## src/rtl/rxbf_pkg.sv

```systemverilog
// Package: shared constants and the status-word packer for the receive buffer filler.
// Assumes frames shorter than 2**FLEN_W bytes.
package rxbf_pkg;
    localparam int FLEN_W   = 14;
    localparam int FLEN_LSB = 16;
    localparam int FS_POS   = 9;
    localparam int LS_POS   = 8;

    // Build the descriptor status word; the length is only reported on the last segment.
    function automatic logic [31:0] pack_status(input logic first, input logic last,
                                                input logic [FLEN_W-1:0] len);
        logic [31:0] s;
        s = '0;
        s[FS_POS] = first;
        s[LS_POS] = last;
        if (last) s[FLEN_LSB +: FLEN_W] = len;
        return s;
    endfunction
endpackage

```

## src/rtl/rxbf_seg_ctrl.sv

```systemverilog
// Segment controller: holds the current descriptor, tracks the next byte address,
// the remaining capacity, the per-buffer fill and the running frame length, and
// issues the status write-back when a buffer closes.
// Assumes desc_size > (desc_addr mod BUS_BYTES) and a well-formed sof/eof stream.
module rxbf_seg_ctrl
    import rxbf_pkg::*;
#(
    parameter int BUS_BYTES = 4,
    parameter int ADDR_W    = 32,
    parameter int SIZE_W    = 13,
    parameter int LANE_W    = 2
) (
    input  logic              clk,
    input  logic              rst_n,
    input  logic              in_valid,
    input  logic              in_sof,
    input  logic              in_eof,
    input  logic              desc_valid,
    input  logic [ADDR_W-1:0] desc_addr,
    input  logic [SIZE_W-1:0] desc_size,
    output logic              desc_ready,
    output logic              in_ready,
    output logic              stall,
    output logic              take,
    output logic              flush,
    output logic              fresh,
    output logic [LANE_W-1:0] lane,
    output logic [ADDR_W-1:0] word_addr,
    output logic              wb_valid,
    output logic [31:0]       wb_status,
    output logic [SIZE_W-1:0] wb_fill
);
    logic              have_q;
    logic [ADDR_W-1:0] addr_q;
    logic [SIZE_W-1:0] rem_q;
    logic [SIZE_W-1:0] fill_q;
    logic              fresh_q;
    logic              first_q;
    logic [FLEN_W-1:0] len_q;
    logic [FLEN_W-1:0] len_n;
    logic              last_room;
    logic              buf_end;

    // Handshake and stall flags derive from whether a descriptor is held.
    assign desc_ready = !have_q;
    assign in_ready   = have_q;
    assign stall      = in_valid && !have_q;
    assign take       = in_valid && have_q;

    // Byte placement and the conditions that end a word or a buffer.
    assign lane      = addr_q[LANE_W-1:0];
    assign word_addr = {addr_q[ADDR_W-1:LANE_W], {LANE_W{1'b0}}};
    assign fresh     = fresh_q;
    assign last_room = (rem_q == SIZE_W'(1));
    assign buf_end   = take && (in_eof || last_room);
    assign flush     = take && (in_eof || last_room || lane == LANE_W'(BUS_BYTES - 1));
    assign len_n     = in_sof ? FLEN_W'(1) : len_q + FLEN_W'(1);

    // Descriptor load, per-byte bookkeeping and buffer close with write-back.
    always_ff @(posedge clk) begin
        if (!rst_n) begin
            have_q    <= 1'b0;
            addr_q    <= '0;
            rem_q     <= '0;
            fill_q    <= '0;
            fresh_q   <= 1'b0;
            first_q   <= 1'b1;
            len_q     <= '0;
            wb_valid  <= 1'b0;
            wb_status <= '0;
            wb_fill   <= '0;
        end else begin
            wb_valid <= 1'b0;
            if (desc_valid && !have_q) begin
                have_q  <= 1'b1;
                addr_q  <= desc_addr;
                rem_q   <= desc_size - SIZE_W'(desc_addr[LANE_W-1:0]);
                fill_q  <= '0;
                fresh_q <= 1'b1;
            end else if (take) begin
                addr_q  <= addr_q + ADDR_W'(1);
                rem_q   <= rem_q - SIZE_W'(1);
                fill_q  <= fill_q + SIZE_W'(1);
                fresh_q <= 1'b0;
                len_q   <= in_eof ? '0 : len_n;
                if (buf_end) begin
                    have_q    <= 1'b0;
                    wb_valid  <= 1'b1;
                    wb_status <= pack_status(first_q, in_eof, len_n);
                    wb_fill   <= fill_q + SIZE_W'(1);
                    first_q   <= in_eof;
                end
            end
        end
    end
endmodule

```

## src/rtl/rxbf_word_pack.sv

```systemverilog
// Word packer: assembles accepted bytes into one bus word with byte enables,
// fills lanes below the start offset with dummy zero bytes on a fresh buffer,
// and issues a registered memory write when the controller flushes the word.
// Assumes flush is only raised together with take.
module rxbf_word_pack #(
    parameter int BUS_BYTES = 4,
    parameter int ADDR_W    = 32,
    parameter int LANE_W    = 2,
    localparam int DATA_W   = 8 * BUS_BYTES
) (
    input  logic              clk,
    input  logic              rst_n,
    input  logic              take,
    input  logic              flush,
    input  logic              fresh,
    input  logic [LANE_W-1:0] lane,
    input  logic [7:0]        byte_in,
    input  logic [ADDR_W-1:0] word_addr,
    output logic              mem_we,
    output logic [ADDR_W-1:0] mem_addr,
    output logic [DATA_W-1:0] mem_data,
    output logic [BUS_BYTES-1:0] mem_be
);
    logic [DATA_W-1:0]    acc_d, nxt_d;
    logic [BUS_BYTES-1:0] acc_be, nxt_be;

    // Merge the incoming byte (and any dummy lanes) into the partial word.
    always_comb begin
        nxt_d  = acc_d;
        nxt_be = acc_be;
        for (int i = 0; i < BUS_BYTES; i++) begin
            if (fresh && (LANE_W'(i) < lane)) begin
                nxt_d[i*8 +: 8] = 8'h00;
                nxt_be[i]       = 1'b1;
            end
            if (LANE_W'(i) == lane) begin
                nxt_d[i*8 +: 8] = byte_in;
                nxt_be[i]       = 1'b1;
            end
        end
    end

    // Hold the partial word or send it to memory and start an empty one.
    always_ff @(posedge clk) begin
        if (!rst_n) begin
            acc_d    <= '0;
            acc_be   <= '0;
            mem_we   <= 1'b0;
            mem_addr <= '0;
            mem_data <= '0;
            mem_be   <= '0;
        end else begin
            mem_we <= 1'b0;
            if (take) begin
                if (flush) begin
                    mem_we   <= 1'b1;
                    mem_addr <= word_addr;
                    mem_data <= nxt_d;
                    mem_be   <= nxt_be;
                    acc_d    <= '0;
                    acc_be   <= '0;
                end else begin
                    acc_d  <= nxt_d;
                    acc_be <= nxt_be;
                end
            end
        end
    end
endmodule

```

## src/rtl/rx_buf_filler.sv

```systemverilog
// Receive buffer filler top: joins the segment controller and the word packer.
// Writes a byte stream into descriptor-described buffers, one bus word at a time,
// and reports per-buffer fill and the frame length on the last segment.
// Assumes BUS_BYTES is a power of two, at least 2.
module rx_buf_filler #(
    parameter int BUS_BYTES = 4,
    parameter int ADDR_W    = 32,
    parameter int SIZE_W    = 13,
    localparam int LANE_W   = $clog2(BUS_BYTES),
    localparam int DATA_W   = 8 * BUS_BYTES
) (
    input  logic                 clk,
    input  logic                 rst_n,
    input  logic                 in_valid,
    input  logic [7:0]           in_data,
    input  logic                 in_sof,
    input  logic                 in_eof,
    output logic                 in_ready,
    output logic                 stall,
    input  logic                 desc_valid,
    input  logic [ADDR_W-1:0]    desc_addr,
    input  logic [SIZE_W-1:0]    desc_size,
    output logic                 desc_ready,
    output logic                 mem_we,
    output logic [ADDR_W-1:0]    mem_addr,
    output logic [DATA_W-1:0]    mem_data,
    output logic [BUS_BYTES-1:0] mem_be,
    output logic                 wb_valid,
    output logic [31:0]          wb_status,
    output logic [SIZE_W-1:0]    wb_fill
);
    logic              take, flush, fresh;
    logic [LANE_W-1:0] lane;
    logic [ADDR_W-1:0] word_addr;

    rxbf_seg_ctrl #(
        .BUS_BYTES(BUS_BYTES), .ADDR_W(ADDR_W), .SIZE_W(SIZE_W), .LANE_W(LANE_W)
    ) u_ctrl (
        .clk(clk), .rst_n(rst_n),
        .in_valid(in_valid), .in_sof(in_sof), .in_eof(in_eof),
        .desc_valid(desc_valid), .desc_addr(desc_addr), .desc_size(desc_size),
        .desc_ready(desc_ready), .in_ready(in_ready), .stall(stall),
        .take(take), .flush(flush), .fresh(fresh), .lane(lane), .word_addr(word_addr),
        .wb_valid(wb_valid), .wb_status(wb_status), .wb_fill(wb_fill)
    );

    rxbf_word_pack #(
        .BUS_BYTES(BUS_BYTES), .ADDR_W(ADDR_W), .LANE_W(LANE_W)
    ) u_pack (
        .clk(clk), .rst_n(rst_n),
        .take(take), .flush(flush), .fresh(fresh), .lane(lane),
        .byte_in(in_data), .word_addr(word_addr),
        .mem_we(mem_we), .mem_addr(mem_addr), .mem_data(mem_data), .mem_be(mem_be)
    );
endmodule

```

## config.mk

```make
export PLATFORM = sky130hd
export DESIGN_NAME = rx_buf_filler
export DESIGN_NICKNAME = d
export VERILOG_FILES = /design/src/rtl/rxbf_pkg.sv /design/src/rtl/rxbf_seg_ctrl.sv /design/src/rtl/rxbf_word_pack.sv /design/src/rtl/rx_buf_filler.sv
export SDC_FILE = /design/constraint.sdc
export NUM_CORES = 1
export LEC_CHECK = 0
export ABC_AREA = 1
export BUFFER_PORTS_ARGS = -buffer_cell sky130_fd_sc_hd__clkbuf_2
export CORE_AREA = 2 2 150 152
export CTS_CLUSTER_SIZE = 14
export DETAILED_ROUTE_END_ITERATION = 6
export DIE_AREA = 0 0 152 154
export GPL_ROUTABILITY_DRIVEN = 0
export HOLD_SLACK_MARGIN = 0.15
export PLACE_DENSITY = 0.72
export SYNTH_ARGS = -nofsm -noshare
export SYNTH_HDL_FRONTEND = slang
export SYNTH_SLANG_ARGS = --single-unit
```

## constraint.sdc

```tcl
create_clock -name clk -period 1.55 [get_ports clk]
set_input_delay 0.0775 -clock clk [delete_from_list [all_inputs] [get_ports clk]]
set_output_delay 0.0775 -clock clk [all_outputs]
set_load 0.01 [all_outputs]
```

* Word level (Yosys, flattened, before mapping) *
Cells that the tools add are included.
Widths: inputs -> output; s select.

word-level totals
  register bits = 208

operators by class
  equality and inequality tests = 5
  add/subtract/negate cells = 5
  bitwise logic cells = 3
  reduce and logical (&&, ||, !) cells = 22
  magnitude comparators = 4
  multiplexer cells = 32

operators with widths
  kind                   number
  $mux 32                3
  $mux 8                 8
  $mux 14                3
  $add 32x1->32 const B  1
  $mux 13                2
  $mux 1                 15
  $add 14x1->14 const B  1
  $add 13x1->13 const B  1
  $eq 13x1->1 const B    1
  $sub 13x1->13 const B  1
  $sub 13x2->13          1
  $logic_and 1x1->1      9
  $reduce_and 2->1       4
  $eq 2x2->1 const A     2
  $lt 1x2->1 const A     2
  $lt 2x2->1 const A     2
  $mux 4                 1
  $reduce_bool 2->1      2
  $not 1->1              3
  $reduce_and 3->1       1
  $reduce_or 3->1        1
  $eq 1x2->1 const A     1
  $eq 2x2->1 const B     1
  $logic_not 2->1        1
  other kinds (3)        4

* Depth between registers and ports, before layout *
  word-level depth = 6
  depth in mapped cells = 13
  depth with buffers taken out = 13

* By module *
A second synthesis with hierarchy kept.

unflattened totals
  cells, all modules = 1,480
  area, all modules = 10,108.4 um2

modules (own cells, without submodules)
  module          times used  area an instance (um2)  seq. area each (um2)  cells an instance
  rxbf_seg_ctrl   1           6,182.2                 2,102.0               988
  rxbf_word_pack  1           3,926.3                 2,102.0               492

* Least setup slack after synthesis *
OpenSTA, ideal clock, no wires.

  path type = flip-flop to flip-flop
  start = register u_ctrl.addr_q[0]
  end = register u_pack.mem_data[16]
  library setup time = 0.116 ns
  arrival = 1.388 ns
  required time = 1.434 ns
  slack = 0.046 ns
  buffers on the path = 1
  stages on the path, launching flop included = 8
  path through = dfxtp_1 -> inv_1 -> ha_1 -> inv_1 -> clkbuf_1 -> o21ai_0 -> o21ai_0 -> nor2_1

between the ends
  cells in the longest elaborated chain, start to end = 4
  elaborated cells between the ends (all ways) = 9
  those cells by class = order compare (1); eq/ne (2); mux (2); reduce/logical (4)

RTL lines
  element                                                       RTL line                                   source
  start, declared                                               rxbf_seg_ctrl.sv:34                        logic [ADDR_W-1:0] addr_q;
  start signal, assigned                                        rxbf_seg_ctrl.sv:76                        addr_q <= desc_addr;
  start signal, assigned                                        rxbf_seg_ctrl.sv:81                        addr_q <= addr_q + ADDR_W'(1);
  $lt 2x2->1 / $eq 2x2->1 (equally long branches)               rxbf_word_pack.sv:32, rxbf_seg_ctrl.sv:56
  $logic_and 1x1->1 / $logic_or 1x1->1 (equally long branches)  rxbf_word_pack.sv:32, rxbf_seg_ctrl.sv:56
  $mux 8 / $logic_and 1x1->1 (equally long branches)            rxbf_word_pack.sv:32, rxbf_seg_ctrl.sv:56
  $mux 8 / $reduce_and 2->1 (equally long branches)             -
  end signal, assigned                                          rxbf_word_pack.sv:58                       mem_data <= nxt_d;
  end, declared                                                 rxbf_word_pack.sv:21                       output logic [DATA_W-1:0] mem_data,

Several ways; a longest one is shown, not always the timed one.
A chain may end at the register's enable or synchronous reset.

* Worst setup path in the final report *
  start = register u_ctrl.rem_q[1]
  end = register u_pack.acc_d[10]

between the ends
  cells in the longest elaborated chain, start to end = 5

RTL lines
  element                        RTL line              source
  start, declared                rxbf_seg_ctrl.sv:35   logic [SIZE_W-1:0] rem_q;
  start signal, assigned         rxbf_seg_ctrl.sv:77   rem_q <= desc_size - SIZE_W'(desc_addr[LANE_W-1:0]);
  start signal, assigned         rxbf_seg_ctrl.sv:82   rem_q <= rem_q - SIZE_W'(1);
  $eq 13x1->1                    rxbf_seg_ctrl.sv:54   assign last_room = (rem_q == SIZE_W'(1));
  $logic_or 1x1->1 (2 in a row)  rxbf_seg_ctrl.sv:56   assign flush = take && (in_eof || last_room || lane == LANE_W'(BUS_BYTES - 1));
  $logic_and 1x1->1              rxbf_seg_ctrl.sv:56
  $mux 32                        rxbf_word_pack.sv:55  if (flush) begin
  end signal, assigned           rxbf_word_pack.sv:63  acc_d <= nxt_d;
  end, declared                  rxbf_word_pack.sv:24  logic [DATA_W-1:0] acc_d, nxt_d;

No other way between the ends.

==> run summary <==
outcome -> finished, violations left
failing checks -> design-rule violations, negative setup slack
global route overflow -> 0
Synth Register Bits -> 208
Max Clk Rate -> 0.599 GHz
Slew Limit Headroom -> 52.6%
VDD IR-drop max -> 0.000602 V
worst slew pin tran -> 712 ps
top post-synthesis cells by area -> dfxtp_1 40%, nand2_1 17%, nor2_1 6.8%
Worst Path Max Fanout -> 8
post-layout minimum cycle time -> 1670 ps
PortBufs -> 158
Area growth syn-to-layout -> 37.9%
count leader, synth -> nand2_1
Clock Latency Late Sink -> 510 ps
Routed Antenna Nets -> 0
WP data arrival -> 2090 ps
Final Non-Filler Cells -> 2,123
Finish-stage setup viols -> 66
CP startpoint kind -> flip-flop
global-route usage over all layers -> 23.9%
detailed-route via count -> 11,232
WL/cell -> 15.5 um
Sink Count -> 208
Layout Utilization -> 65.9%
post-synthesis sequential area ratio -> 40.2%
synth warn -> 0
Crit. End Element -> flip-flop
fin nets -> 1,898
core area -> 0.0217 sq mm
CTS tree -> done
chip height -> 154 um
Min-Delay Path Class -> in2reg
Power per Cell Area -> 906 mW/mm^2
RSZ-0062 raised after global routing -> true
Netlist cell types -> 44
DIE AREA -> 0.0234 sq mm
Req. time, crit path -> 1970 ps
dpl cells -> 1,994
final setup margin -> -119 ps
area leader, netlist -> dfxtp_1
DR iter-0 viols -> 913
WS Path Type -> reg2reg
1st-pass router iterations -> 7
Post-synth top flop -> dfxtp_1
Post-synth EDFFs -> 0
Ports -> 177
initial antenna violation count -> 0
skew final -> 20.5 ps
CTS root buf -> clkbuf_16
Via density -> 5.29
layout cells sized above 1 -> 27.5%
Die Wd -> 152 um
post-synthesis average cell area -> 6.71 sq um
Max Root-Sink Buffers -> 3
Detail Placement HPWL -> 19,700 um
synthesized area -> 0.0104 sq mm
Synth async-reset ratio -> 0%
static leakage -> 6.37 nW
Yosys top cell area share -> 40.2%
first-pass GRT wire length -> 47,700 um
period utilization -> 108%
Gate Count Post-Synth -> 1,544
most common library cells after synthesis -> 482 x nand2_1, 208 x dfxtp_1, 188 x nor2_1
TritonCTS Buffers -> 23
Final Hold Vio Count -> 0
CTS H-tree lvls -> 1
initial core utilization -> 47.8%
Final Max Tran Viols -> 0
vias in the first global route -> 9,789
drt drc -> 4
# rows -> 54
final wirelength -> 32,900 um
max_cap viols -> 0
largest net degree at the start of global routing -> 52
clk slew on worst S/H paths -> 60 ps
==> worst max-delay path: stages (launching register included) <==
cell and delay (ps):
dfxtp_2 350, inv_2 60, ha_4 160, buf_4 130, nand3_2 70, nor2_2 40
nand3_2 90, nand2_4 110, nor2_8 180, inv_6 70, buf_12 140, a21oi_1 170
==> layout by cell type, fill, tap and decap left out, types with 18 or more instances in the layout <==
cell and instances:
a21oi_1 58, a21oi_2 28, buf_4 68, clkbuf_16 33, clkbuf_2 158, conb_1 18, dfxtp_1 198, dlygate4sd3_1 56
inv_1 130, nand2_1 439, nand2_2 28, nand2_4 19, nand3_1 84, nand4_1 20, nor2_1 169, nor2_2 19
o21ai_0 66, o21ai_1 27, o21ai_2 33
==> cell families after synthesis <==
kind of cell               after synthesis  share of synthesized area, %
buffers and inverters                  233                          10.9
AOI/OAI and AO/OA                      249                          13.1
other                                    1                        0.0362
adders and majority gates               11                          1.40
DFF                                    208                          40.2
xor gates and xnor gates                16                          1.35
and+or+nand+nor                        826                          33.0
==> where the power goes <==
part	switching (W)	total [W]	internal [W]
clock network	0.00216	0.00508	0.00292
logic	0.00125	0.00214	0.000887
registers	0.000188	0.00573	0.00555
==> path summary, 6_finish.rpt <==
check	start	to	slack (ps)	cells past startpoint
setup / recovery	u_ctrl.rem_q[1]	u_pack.acc_d[10]	-120	11
setup reg to reg	u_ctrl.rem_q[1]	u_pack.acc_d[10]	-120	11
hold reg to reg	u_pack.acc_be[3]	u_pack.acc_be[3]	430	2
hold / removal	in_data[2]	u_pack.acc_d[18]	180	5
==> metal layers <==
layer  up-vias  part of all wire, %  track usage (%)
met4         0                  3.8             6.99
met1      5127                   42             32.0
li1       5468                    -                -
met3       111                  7.2             2.93
met2       526                   47             40.6
met5         -                    0                0
==> area by class of cell <==
type	instances	area, sq um
inverter	150	593
tap	280	350
timing repair buffer	323	2590
multi-input combinational	1122	5890
sequential	208	4180
clock inverter	4	25.0
fill	1777	7400
clock buffer	35	661
antenna	1	2.50
==> metrics by stage <==
step / total power [W] / worst slack [ps] / hold slack, ps / setup TNS, ps / instance area, sq um
floorplan: 0.00684 / 46.2 / 207 / 0 / 10400
global placement: 0.00736 / -104 / 362 / -284 / 11700
detailed placement: 0.00740 / -102 / 368 / -425 / 11700
CTS: 0.0126 / -24.6 / 150 / -130 / 13000
global route: 0.0134 / -194 / 169 / -12930 / 14300
finish: 0.0129 / -119 / 183 / -2710 / 14300
==> flip-flops by register name (all words and copies together) (netlist names) <==
name              flops
u_ctrl.wb_valid       1
u_pack.mem_addr      30
u_ctrl.fill_q        13
u_ctrl.fresh          1
u_pack.mem_data      32
u_pack.acc_be         4
u_pack.mem_we         1
u_ctrl.addr_q        32
u_ctrl.wb_status     16
u_ctrl.wb_fill       13
u_ctrl.in_ready       1
u_ctrl.rem_q         13
u_pack.mem_be         4
u_ctrl.first_q        1
u_ctrl.len_q         14
u_pack.acc_d         32
==> what timing repair did <==
item                                   4_1_cts  5_1_grt
pin swaps                                    2       48
hold buffers                                56        0
endpoints found under the hold margin       97        0
setup buffers                                1       16
setup endpoints to repair                   40      189
gates cloned                                 1       15
resized for setup                           14      255
(Power assumes the default switching activity.)
